--- config.mk ---
export PLATFORM = sky130hd
export DESIGN_NAME = ls_addr_gen
export DESIGN_NICKNAME = d
export VERILOG_FILES = /design/src/rtl/ls_addr_gen_pkg.sv /design/src/rtl/ls_addr_gen_ctl.sv /design/src/rtl/ls_addr_gen_dp.sv /design/src/rtl/ls_addr_gen.sv
export SDC_FILE = /design/constraint.sdc
export NUM_CORES = 1
export LEC_CHECK = 0
export CORE_MARGIN = 2
export CORE_UTILIZATION = 40
export CTS_CLUSTER_DIAMETER = 40
export DETAILED_ROUTE_END_ITERATION = 12
export GPL_ROUTABILITY_DRIVEN = 1
export PLACE_DENSITY = 0.79
export RECOVER_POWER = 50
export SKIP_LAST_GASP = 1
export SLEW_MARGIN = 25
export SYNTH_ARGS = -nofsm -noshare
export SYNTH_HDL_FRONTEND = slang
export SYNTH_SLANG_ARGS = --single-unit
--- constraint.sdc ---
create_clock -name clk -period 6.85 [get_ports clk]
set_clock_uncertainty 0.05 [all_clocks]
set_input_delay 1.37 -clock clk [delete_from_list [all_inputs] [get_ports clk]]
set_output_delay 1.37 -clock clk [all_outputs]
set_load 0.05 [all_outputs]
--- src/rtl/ls_addr_gen_pkg.sv ---
package ls_addr_gen_pkg;

  typedef enum logic [1:0] {
    AM_IMM = 2'd0,
    AM_IDX = 2'd1,
    AM_REG = 2'd2,
    AM_RSV = 2'd3
  } addrMode_e;

  // strobes from control to datapath
  typedef struct packed {
    logic load;      // capture a new effective address
    logic useIndex;  // offset from the index register
    logic useImm;    // offset from the sign-extended immediate
    logic wbLoad;    // capture the write-back address and index
  } dpCtl_t;

endpackage

--- src/rtl/ls_addr_gen_ctl.sv ---
module ls_addr_gen_ctl
  import ls_addr_gen_pkg::*;
#(
  parameter int SIZE_W = 2
) (
  input  logic              clk,
  input  logic              rstN,
  input  logic              reqValid,
  input  logic [1:0]        mode,
  input  logic              update,
  input  logic [SIZE_W-1:0] size,
  output dpCtl_t            ctl,
  output logic              eaValid,
  output logic              wbValid,
  output logic              illegalForm
);

  localparam logic [SIZE_W-1:0] SIZE_RSV = '1;

  logic modeOk;
  logic sizeOk;
  logic formOk;
  logic legal;
  logic illegal;

  always_comb begin
    modeOk  = (addrMode_e'(mode) != AM_RSV);
    sizeOk  = (size != SIZE_RSV);
    formOk  = !(update && (addrMode_e'(mode) == AM_REG));
    legal   = reqValid && modeOk && sizeOk && formOk;
    illegal = reqValid && !legal;

    ctl.load     = legal;
    ctl.useIndex = (addrMode_e'(mode) == AM_IDX);
    ctl.useImm   = (addrMode_e'(mode) == AM_IMM);
    ctl.wbLoad   = legal && update;
  end

  always_ff @(posedge clk) begin
    if (!rstN) begin
      eaValid     <= 1'b0;
      wbValid     <= 1'b0;
      illegalForm <= 1'b0;
    end else begin
      eaValid     <= legal;
      wbValid     <= legal && update;
      illegalForm <= illegal;
    end
  end

endmodule

--- src/rtl/ls_addr_gen_dp.sv ---
module ls_addr_gen_dp
  import ls_addr_gen_pkg::*;
#(
  parameter int ADDR_W = 32,
  parameter int IMM_W  = 16,
  parameter int IDX_W  = 5,
  parameter int SIZE_W = 2
) (
  input  logic              clk,
  input  logic              rstN,
  input  dpCtl_t            ctl,
  input  logic [ADDR_W-1:0] baseVal,
  input  logic [ADDR_W-1:0] indexVal,
  input  logic [IMM_W-1:0]  imm,
  input  logic [IDX_W-1:0]  baseIdx,
  input  logic [SIZE_W-1:0] size,
  output logic [ADDR_W-1:0] eaAddr,
  output logic [SIZE_W-1:0] eaSize,
  output logic [ADDR_W-1:0] wbAddr,
  output logic [IDX_W-1:0]  wbIdx
);

  localparam int EXT_W = ADDR_W - IMM_W;

  logic [ADDR_W-1:0] immExt;
  logic [ADDR_W-1:0] offset;
  logic [ADDR_W-1:0] sum;

  always_comb begin
    immExt = {{EXT_W{imm[IMM_W-1]}}, imm};
    if (ctl.useIndex)    offset = indexVal;
    else if (ctl.useImm) offset = immExt;
    else                 offset = '0;
    sum = baseVal + offset;  // wraps at the address width
  end

  always_ff @(posedge clk) begin
    if (!rstN) begin
      eaAddr <= '0;
      eaSize <= '0;
      wbAddr <= '0;
      wbIdx  <= '0;
    end else begin
      if (ctl.load) begin
        eaAddr <= sum;
        eaSize <= size;
      end
      if (ctl.wbLoad) begin
        wbAddr <= sum;
        wbIdx  <= baseIdx;
      end
    end
  end

endmodule

--- src/rtl/ls_addr_gen.sv ---
module ls_addr_gen
  import ls_addr_gen_pkg::*;
#(
  parameter int ADDR_W = 32,
  parameter int IMM_W  = 16,
  parameter int IDX_W  = 5,
  parameter int SIZE_W = 2
) (
  input  logic              clk,
  input  logic              rstN,
  input  logic              reqValid,
  input  logic [1:0]        mode,
  input  logic              update,
  input  logic [SIZE_W-1:0] size,
  input  logic [ADDR_W-1:0] baseVal,
  input  logic [ADDR_W-1:0] indexVal,
  input  logic [IMM_W-1:0]  imm,
  input  logic [IDX_W-1:0]  baseIdx,
  output logic              eaValid,
  output logic [ADDR_W-1:0] eaAddr,
  output logic [SIZE_W-1:0] eaSize,
  output logic              wbValid,
  output logic [IDX_W-1:0]  wbIdx,
  output logic [ADDR_W-1:0] wbAddr,
  output logic              illegalForm
);

  dpCtl_t ctl;

  ls_addr_gen_ctl #(.SIZE_W(SIZE_W)) u_ctl (
    .clk         (clk),
    .rstN        (rstN),
    .reqValid    (reqValid),
    .mode        (mode),
    .update      (update),
    .size        (size),
    .ctl         (ctl),
    .eaValid     (eaValid),
    .wbValid     (wbValid),
    .illegalForm (illegalForm)
  );

  ls_addr_gen_dp #(
    .ADDR_W (ADDR_W),
    .IMM_W  (IMM_W),
    .IDX_W  (IDX_W),
    .SIZE_W (SIZE_W)
  ) u_dp (
    .clk      (clk),
    .rstN     (rstN),
    .ctl      (ctl),
    .baseVal  (baseVal),
    .indexVal (indexVal),
    .imm      (imm),
    .baseIdx  (baseIdx),
    .size     (size),
    .eaAddr   (eaAddr),
    .eaSize   (eaSize),
    .wbAddr   (wbAddr),
    .wbIdx    (wbIdx)
  );

endmodule

Yosys cells after proc, flatten, opt, wreduce, memory -nomap -nowiden. Cells that the tools add are included. Widths: inputs -> output; s select.

Bits of input ports: 93. Bits in registers: 74. Logic and storage cells: 23.

Add/sub/neg operators: 1. Eq/ne operators: 4. Reductions and logical operators: 9. Mux-type cells: 2.

Operator list (count): $mux 32 (2); $add 32x32->32 (1); $logic_and 1x1->1 (6); $ne 2x2->1 const B (2); $eq 2x1->1 const B (1); $eq 2x2->1 const B (1); $logic_not 1->1 (2); $logic_not 2->1 (1).

Depth between registers and ports, before layout. Gate-level depths: netlist (run 1).

Depth in word-level cells: 6. Gate-level depth with buffers: 14.

By module. Synthesis (run 1) repeated with hierarchy kept, for this count alone.

Cells, all modules: 607. Area, all modules: 5053.6 um^2.

Modules (own cells, without submodules): ls_addr_gen_dp (times used 1, area an instance 4912.2 um^2, cells an instance 593); ls_addr_gen_ctl (times used 1, area an instance 141.4 um^2, cells an instance 14).

Worst setup path before layout (run 1). OpenSTA, ideal clock, no wires.

Path type: input-to-reg. Start point: input port mode[1]. End point: register u_dp.eaAddr[30]. Slack: 2697 ps. Path buffers: 3. Data arrival time: 3986 ps. Data required time: 6683 ps. Stages on the path: 13. Cell sequence: clkbuf_1 o21bai_1 clkbuf_1 a21oi_1 ha_1 buf_6 a211oi_2 nor2_1 or4_4 a41oi_2 o31ai_2 xor2_1 a22o_1.

Cells in the longest elaborated chain, start to end: 4. Elaborated cells on any way between the ends: 12.

Ends and longest elaborated chain: from (decl) (RTL line ls_addr_gen.sv:12) `input logic [1:0] mode,`; $logic_not 2->1, or another cell as far along (RTL line ls_addr_gen_ctl.sv:35) `ctl.useImm = (addrMode_e'(mode) == AM_IMM);`; $mux 32, or another cell as far along (RTL line ls_addr_gen_dp.sv:32) `else if (ctl.useImm) offset = immExt;`; $mux 32, or another cell as far along (RTL line ls_addr_gen_dp.sv:31) `if (ctl.useIndex) offset = indexVal;`; $add 32x32->32 or $logic_and 1x1->1 (tied branches) (RTL line ls_addr_gen_dp.sv:34, ls_addr_gen_ctl.sv:30); to (signal assigned) (RTL line ls_addr_gen_dp.sv:45) `eaAddr <= sum;`; to (decl) (RTL line ls_addr_gen_dp.sv:17) `output logic [ADDR_W-1:0] eaAddr,`.

Parallel ways exist; a longest one is shown, timed or not. A chain may end at the register's enable or synchronous reset.

Final worst setup path (run 1).
Start point: input port mode[0]. End point: register u_dp.wbAddr[28].

Cells in the longest elaborated chain, start to end: 5. Elaborated cells on any way between the ends: 13.

Ends and longest elaborated chain: parallel branches: the longest is 5 deep, another holds $add 32x32->32; to (signal assigned) (RTL line ls_addr_gen_dp.sv:49) `wbAddr <= sum;`; to (decl) (RTL line ls_addr_gen_dp.sv:19) `output logic [ADDR_W-1:0] wbAddr,`.

Parallel ways; which one is timed is not known.

==> summary.txt, run 1 <==
Clock tree
  – Clock Latency Late Sink: 0.32 ns
  – Register clock-pin slew on the reported worst setup and hold paths: ~0.06 ns
  – Clk buf depth: 2
  – Root buffer cell: clkbuf_16
  – Clock sink count: between 70 and 80
  – CTS resizes: 0
  – CTS tree: built
  – Total CTS buffers: 9
  – Post-CTS setup buffers: 0
  – H-Tree Depth: 3
  – Post-CTS Hold Buffers: 0

Cells and area
  – N_diodes: 0
  – Seq. cell area: 1480 sq um
  – Fill cell count: about 1.1k
  – Finished Core Util: just under 60%
  – NumNets Final: around 910
  – Layout cells sized above 1: under 10%
  – Most common cell after layout, fill and taps aside: clkdlybuf4s50_1
  – Finished Cell Area: 6970 sq um
  – Area of the multi-input gates: approximately 3200 sq um
  – Most frequent cells in the layout: clkdlybuf4s50_1 (96), nand2_1 (82), a21oi_1 (79)
  – Area delta synth->final: 42.2%

STA
  – Pins Over Slew Limit: 0
  – Fmax: around 210 MHz
  – Tcrit/Tclk final: a little over two thirds
  – Final hold viol count: 0
  – Unrepaired setup endpoints after global routing: false
  – Actual slew at the worst max-slew pin: 1.24 ns
  – Setup TNS: 0 ns
  – Final setup margin: approximately 2.1 ns
  – Min Clock Period, post-route: between 4 and 5 ns
  – Final setup viols: 0
  – Slew margin rel.: 17.0%

Floorplanning
  – Initial Util: a little over 40%
  – Die Wd: roughly 110 um
  – Die Ht: roughly 110 um
  – Full die area: 13200 sq um
  – Std cell rows: 40
  – Io pins: 167
  – Total core area: approximately 12000 sq um

Synth
  – Seq cells post-synth: 74
  – Mapped Area: 4900 sq um
  – Number of synthesized flops with an enable pin: 0
  – Syn Inst Count: 632
  – Area contributors post-synth: dfxtp_1 (30%), ha_1 (8.4%), a21oi_1 (8.1%), nand2_1 (6.3%), mux2i_1 (4.5%)
  – Sequential share of the synthesized area: a little under a third
  – Syn Area/Cell: approximately 7.8 sq um
  – Synth async-reset ratio: 0%
  – Yosys warns: 0
  – Unique masters post-synth: 64
  – Top FF cell, synth: dfxtp_1
  – Cell taking the most area after synthesis: dfxtp_1
  – Post-synth top area share: between 30% and 40%
  – Synthesized Nets: 759

Drt
  – WL final: about 16000 um
  – Vias per cell: between 5 and 6
  – Routed via count: a little over 5k
  – DRT iter0 DRCs: approximately 310
  – Drt drc: 0
  – Wire per inst: about 17 um
  – DRT antenna net count: 0
  – DR pass1 iterations: 4

Critical path
  – CP required: between 7 and 8 ns
  – Critical path class: in2reg
  – CP startpoint kind: input pin
  – CP max FO: 21
  – Data arrival, critical path: between 4 and 5 ns
  – Critical path endpoint category: flip-flop

Power
  – Total Power: approximately 1500 uW
  – PwrDens: ~210 nW/um^2
  – Leak Pwr: 0.00298 uW
  – VDD IR max: 134 uV

Placed design
  – Detailed Place HPWL: about 12000 um
  – DP Area: 6640 sq um
  – I/O Buffers: between 150 and 200
  – Routability cong.: 0.916
  – Pre-CTS setup slack: 1.78 ns

Global route
  – Vias in the first global route: a little under 5k
  – Total GRT Usage: 23.4%
  – GRT Residual Overflow: 0
  – First-pass GRT wire length: 24500 um
  – Antenna violations before repair: 0
  – Pin count of the biggest net entering global routing: 40

Job
  – Max-cap violations: 0

Run status
  – Outcome: finished, final reports clean

Worst hold path
  – Hold Crit Class: reg2reg
-- cells by family after synthesis --
family / count (synthesis) / share of synthesized area [%]
AO/OA/AOI/OAI: 200 / 26.7
multiplexers: 22 / 4.49
AND/OR/NAND/NOR: 212 / 20.0
buffers and inverters: 66 / 5.39
flip-flops: 74 / 30.2
XOR/XNOR: 24 / 4.29
adder cells (fa/ha/maj): 34 / 8.84
-- worst paths after layout --
kind | slack [ns] | start | endpoint | depth (start not counted)
hold / removal | 0.40 | u_dp.eaAddr[5] | u_dp.eaAddr[5] | 2
setup / recovery | 2.08 | mode[0] | u_dp.wbAddr[28] | 12
setup reg to reg | 5.87 | u_dp.wbAddr[27] | u_dp.wbAddr[27] | 3
hold reg to reg | 0.40 | u_dp.eaAddr[5] | u_dp.eaAddr[5] | 2
-- through the flow --
stage	std cells	hold WS, ns
after detailed placement	915	0.397
after floorplan	632	0.625
final	931	0.397
after global placement	915	0.391
after global routing	931	0.423
after CTS	931	0.404
-- flip-flops by register name (all words and copies together) (netlist names) --
| signal | flops |
|---|---|
| u_dp.wbIdx | 5 |
| u_dp.eaSize | 2 |
| u_dp.wbAddr | 32 |
| u_ctl.illegalForm | 1 |
| u_dp.eaAddr | 32 |
| u_ctl.wbValid | 1 |
| u_ctl.eaValid | 1 |
-- Yosys cell counts, drive strengths merged (16+ instances only) --
cell and number:
nor2 57, mux2i 22, inv 31, dfxtp 74, nand2 83, clkbuf 23
ha 33, a22o 17, nand3 17, o21ai 39, xnor2 16, a21oi 82
-- power by group --
part / internal (uW) / switching (uW) / leakage [uW]
registers: 459 / 15.3 / 0.000604
logic: 193 / 318 / 0.00222
clock network: 339 / 172 / 0.000163
-- layer usage --
metal | vias to the layer above | GRT usage [%] | routed length (um)
li1 | 2546 | - | -
met5 | - | 0 | 0
met4 | 0 | 6.34 | 220
met3 | 15 | 3.39 | 1010
met2 | 184 | 39.5 | 7210
met1 | 2392 | 31.2 | 7110
-- critical path: stages --
cell	delay [ns]
clkdlybuf4s50_1	1.03
buf_4	0.43
mux2i_1	0.23
nor2_1	0.06
ha_1	0.40
a21oi_1	0.12
o211ai_1	0.23
o21ai_0	0.12
a21oi_1	0.30
a41oi_2	0.18
xnor2_1	0.20
a22o_1	0.25
-- final cells by class --
cell class | instances | share of cell area, %
clock buffers | 12 | 3.68
clock inverters | 4 | 1.06
inverters | 31 | 1.67
multi-input cells | 492 | 45.3
flip-flops and latches | 74 | 21.3
well taps | 147 | 2.64
repair buffers | 171 | 24.4
Note: power is estimated with default switching activity, not from simulation.
==> inputs of run 2 (changes only) <==
--- a/config.mk
+++ b/config.mk
@@ -10,7 +10,7 @@
 export CTS_CLUSTER_DIAMETER = 40
 export DETAILED_ROUTE_END_ITERATION = 12
 export GPL_ROUTABILITY_DRIVEN = 1
-export PLACE_DENSITY = 0.79
+export PLACE_DENSITY = 0.82
 export RECOVER_POWER = 50
 export SKIP_LAST_GASP = 1
 export SLEW_MARGIN = 25
==> constraint.sdc (replaced) <==
create_clock -name clk -period 4 [get_ports clk]
set_clock_uncertainty 0.05 [all_clocks]
set_input_delay 0.8 -clock clk [delete_from_list [all_inputs] [get_ports clk]]
set_output_delay 0.8 -clock clk [all_outputs]
set_load 0.05 [all_outputs]
==> run 2 against run 1 <==
Combinational power up 77%. Core utilization is 1.7 points higher. Clock-buffer cell count down 2. Worst setup slack got worse by 1.7 ns. Cell area grew 2.8%. Global-route usage down 0.48 points. Flip-flop and latch count did not move. Critical path depth did not move. Largest cell class unchanged. Largest power group unchanged.
==> summary.txt, run 2 (synthesis gave the netlist of run 1 again) <==
Floorplanning
  – Total core area: 12000 sq um (unchanged)
  – Die Ht: 115 um (unchanged)
  – Full die area: 13200 sq um (unchanged)
  – Die Wd: 115 um (unchanged)
  – Std cell rows: 40 (unchanged)
  – Io pins: 167 (unchanged)
  – Initial Util: 41.0% (unchanged)

Critical path
  – Cell Chain, Critical Path: clkdlybuf4s50_1 -> buf_4 -> mux2i_1 -> nor2_1 -> ha_1 -> a21oi_1 -> o21a_1 -> o21ai_1 -> a32o_1 -> nor4_2 -> mux2i_1 -> a21oi_1
  – R2R setup slack: 3.03 ns (-2.84 ns)
  – Max incr delay on CP: 0.53 ns (-0.50 ns)
  – Critical path endpoint category: flip-flop
  – R2r startpoint: u_dp.wbAddr[27]
  – Buf+Inv Stages, Crit Path: 2 (unchanged)
  – Largest delay share family, worst path: compound AO/OA/AOI/OAI gates
  – CP startpoint kind: input pin
  – Critical path class: in2reg
  – FF-to-FF End: u_dp.wbAddr[27]
  – Data arrival, critical path: 3.78 ns (-1.16 ns)
  – CP required: 4.16 ns (-2.86 ns)
  – Worst r2r path cells: 3 (unchanged)
  – CP max FO: 19 (-9.5%)
  – Worst path slowest cell: clkdlybuf4s50_1

Global route
  – Antenna violations before repair: 0 (unchanged)
  – GRT Residual Overflow: 0 (unchanged)
  – Pin count of the biggest net entering global routing: 38 (-5.0%)
  – Vias in the first global route: 4853 (-2.2%)
  – Total GRT Usage: 22.9% (-0.48 points)
  – First-pass GRT wire length: 24000 um (-1.9%)

Drt
  – Routed via count: 5261 (+2.4%)
  – DRT iter0 DRCs: 379 (+21%)
  – DR pass1 iterations: 5 (+1)
  – DRT antenna net count: 0 (unchanged)
  – WL final: 15300 um (-1.4%)
  – Vias per cell: 5.47 (-0.78%)
  – Drt drc: 0 (unchanged)
  – Wire per inst: 16.0 um (-4.5%)

Cells and area
  – Finished Core Util: 59.9% (+1.7 points)
  – Most common cell after layout, fill and taps aside: clkdlybuf4s50_1
  – Largest regs: u_dp.eaAddr x32, u_dp.wbAddr x32, u_dp.wbIdx x5
  – N_diodes: 0 (unchanged)
  – Most frequent cells in the layout: clkdlybuf4s50_1 (102), nand2_1 (82), a21oi_1 (79)
  – Area delta synth->final: 46.2%
  – NumNets Final: 936 (+3.3%)
  – Layout cells sized above 1: 7.99% (+3.1 points)

Worst hold path
  – Worst hold start: u_dp.wbAddr[21]
  – Hold Crit Class: reg2reg
  – WHS Endpoint: u_dp.wbAddr[21]
  – Hold depth: 2 (unchanged)

Clock tree
  – H-Tree Depth: 3 (unchanged)
  – Post-CTS Hold Buffers: 0 (unchanged)
  – Register clock-pin slew on the reported worst setup and hold paths: 0.06 ns (about the same)
  – Total CTS buffers: 9 (unchanged)
  – Clk buf depth: 2 (unchanged)
  – Post-CTS setup buffers: 0 (unchanged)
  – CTS resizes: 0 (unchanged)
  – Root buffer cell: clkbuf_16
  – Clock Latency Late Sink: 0.34 ns (+0.02 ns)
  – CTS tree: built
  – Clock sink count: 74 (unchanged)

STA
  – Final hold slack: 0.395 ns (-0.00202 ns)
  – Slew margin rel.: 9.64% (-7.4 points)
  – Setup TNS: 0 ns (unchanged)
  – Final hold viol count: 0 (unchanged)
  – Actual slew at the worst max-slew pin: 1.36 ns (+0.112 ns)
  – Final setup viols: 0 (unchanged)
  – Pins Over Slew Limit: 0 (unchanged)
  – Min Clock Period, post-route: ~3.6 ns
  – Tcrit/Tclk final: roughly 90%
  – Fmax: between 200 and 300 MHz
  – Unrepaired setup endpoints after global routing: false

Power
  – Clock power share: 31.7% (-2.5 points)
  – Leak Pwr: 0.00309 uW (+3.4%)
  – PwrDens: 351 nW/um^2 (+64%)
  – Internal power: 1630 uW (+65%)
  – Switching Power: 884 uW (+75%)
  – Switching Share: 35.1% (+1.3 points)
  – Sequential power share: 32.3% (+0.6 points)
  – VDD IR max: 188 uV (+41%)
  – Combinational power share: 36.0% (+1.8 points)

Run status
  – Outcome: finished, final reports clean

Placed design
  – I/O Buffers: 166 (unchanged)
  – Detailed Place HPWL: 12000 um (-1.9%)
  – Routability cong.: 0.935 (+2.1%)

Job
  – Max-cap violations: 0 (unchanged)
==> run 2: per-layer routing <==
metal / GRT usage (%) / routed length (um) / vias to the layer above
met4: 8.05 / 338 / 0
met2: 37.6 / 7180 / 225
li1: - / - / 2598
met5: 0 / 0 / -
met1: 30.1 / 6660 / 2412
met3: 4.29 / 1160 / 26
==> run 2: through the flow <==
step           area, sq um  total power, uW  setup WS [ns]  std cells
2_1_floorplan         4900             1400          0.417        632
3_3_place_gp          6880             1730         0.0806        945
3_5_place_dp          6880             1740         0.0760        945
4_1_cts               7170             2530          0.414        961
5_1_grt               7170             2620          0.148        961
6_report              7170             2520          0.387        961
==> run 2: worst min-delay path: cells and delay by family, from the launching register on <==
| family | cells | cell delay [ns] |
|---|---|---|
| DFF | 1 | 0.32 |
| and+or+nand+nor | 1 | 0.04 |
| AOI/OAI and AO/OA | 1 | 0.05 |
==> run 2: power groups by stage <==
stage / registers, uW / clock network [uW] / logic, uW
6_report: 812 / 797 / 907
3_3_place_gp: 828 / 0 / 901
4_1_cts: 814 / 802 / 915
5_1_grt: 816 / 834 / 973
3_5_place_dp: 829 / 0 / 910
2_1_floorplan: 987 / 0 / 410
==> run 2: area by class of cell <==
class | count | area (sq um)
sequential | 74 | 1480
multi-input combinational | 492 | 3150
timing repair buffer | 201 | 1930
clock buffer | 10 | 229
tap | 147 | 184
fill | 1040 | 4800
inverter | 31 | 116
clock inverter | 6 | 67.6
==> run 2: worst max path at each step <==
stage / from / endpoint / slack, ns / cells after the start
detailed placement: mode[0] / u_dp.eaAddr[30] / 0.08 / 12
finish: mode[0] / u_dp.wbAddr[31] / 0.39 / 12
CTS: mode[0] / u_dp.wbAddr[31] / 0.41 / 12
global placement: mode[0] / u_dp.wbAddr[31] / 0.08 / 12
floorplan: mode[1] / u_dp.eaAddr[30] / 0.42 / 13
global route: mode[0] / u_dp.wbAddr[26] / 0.15 / 12
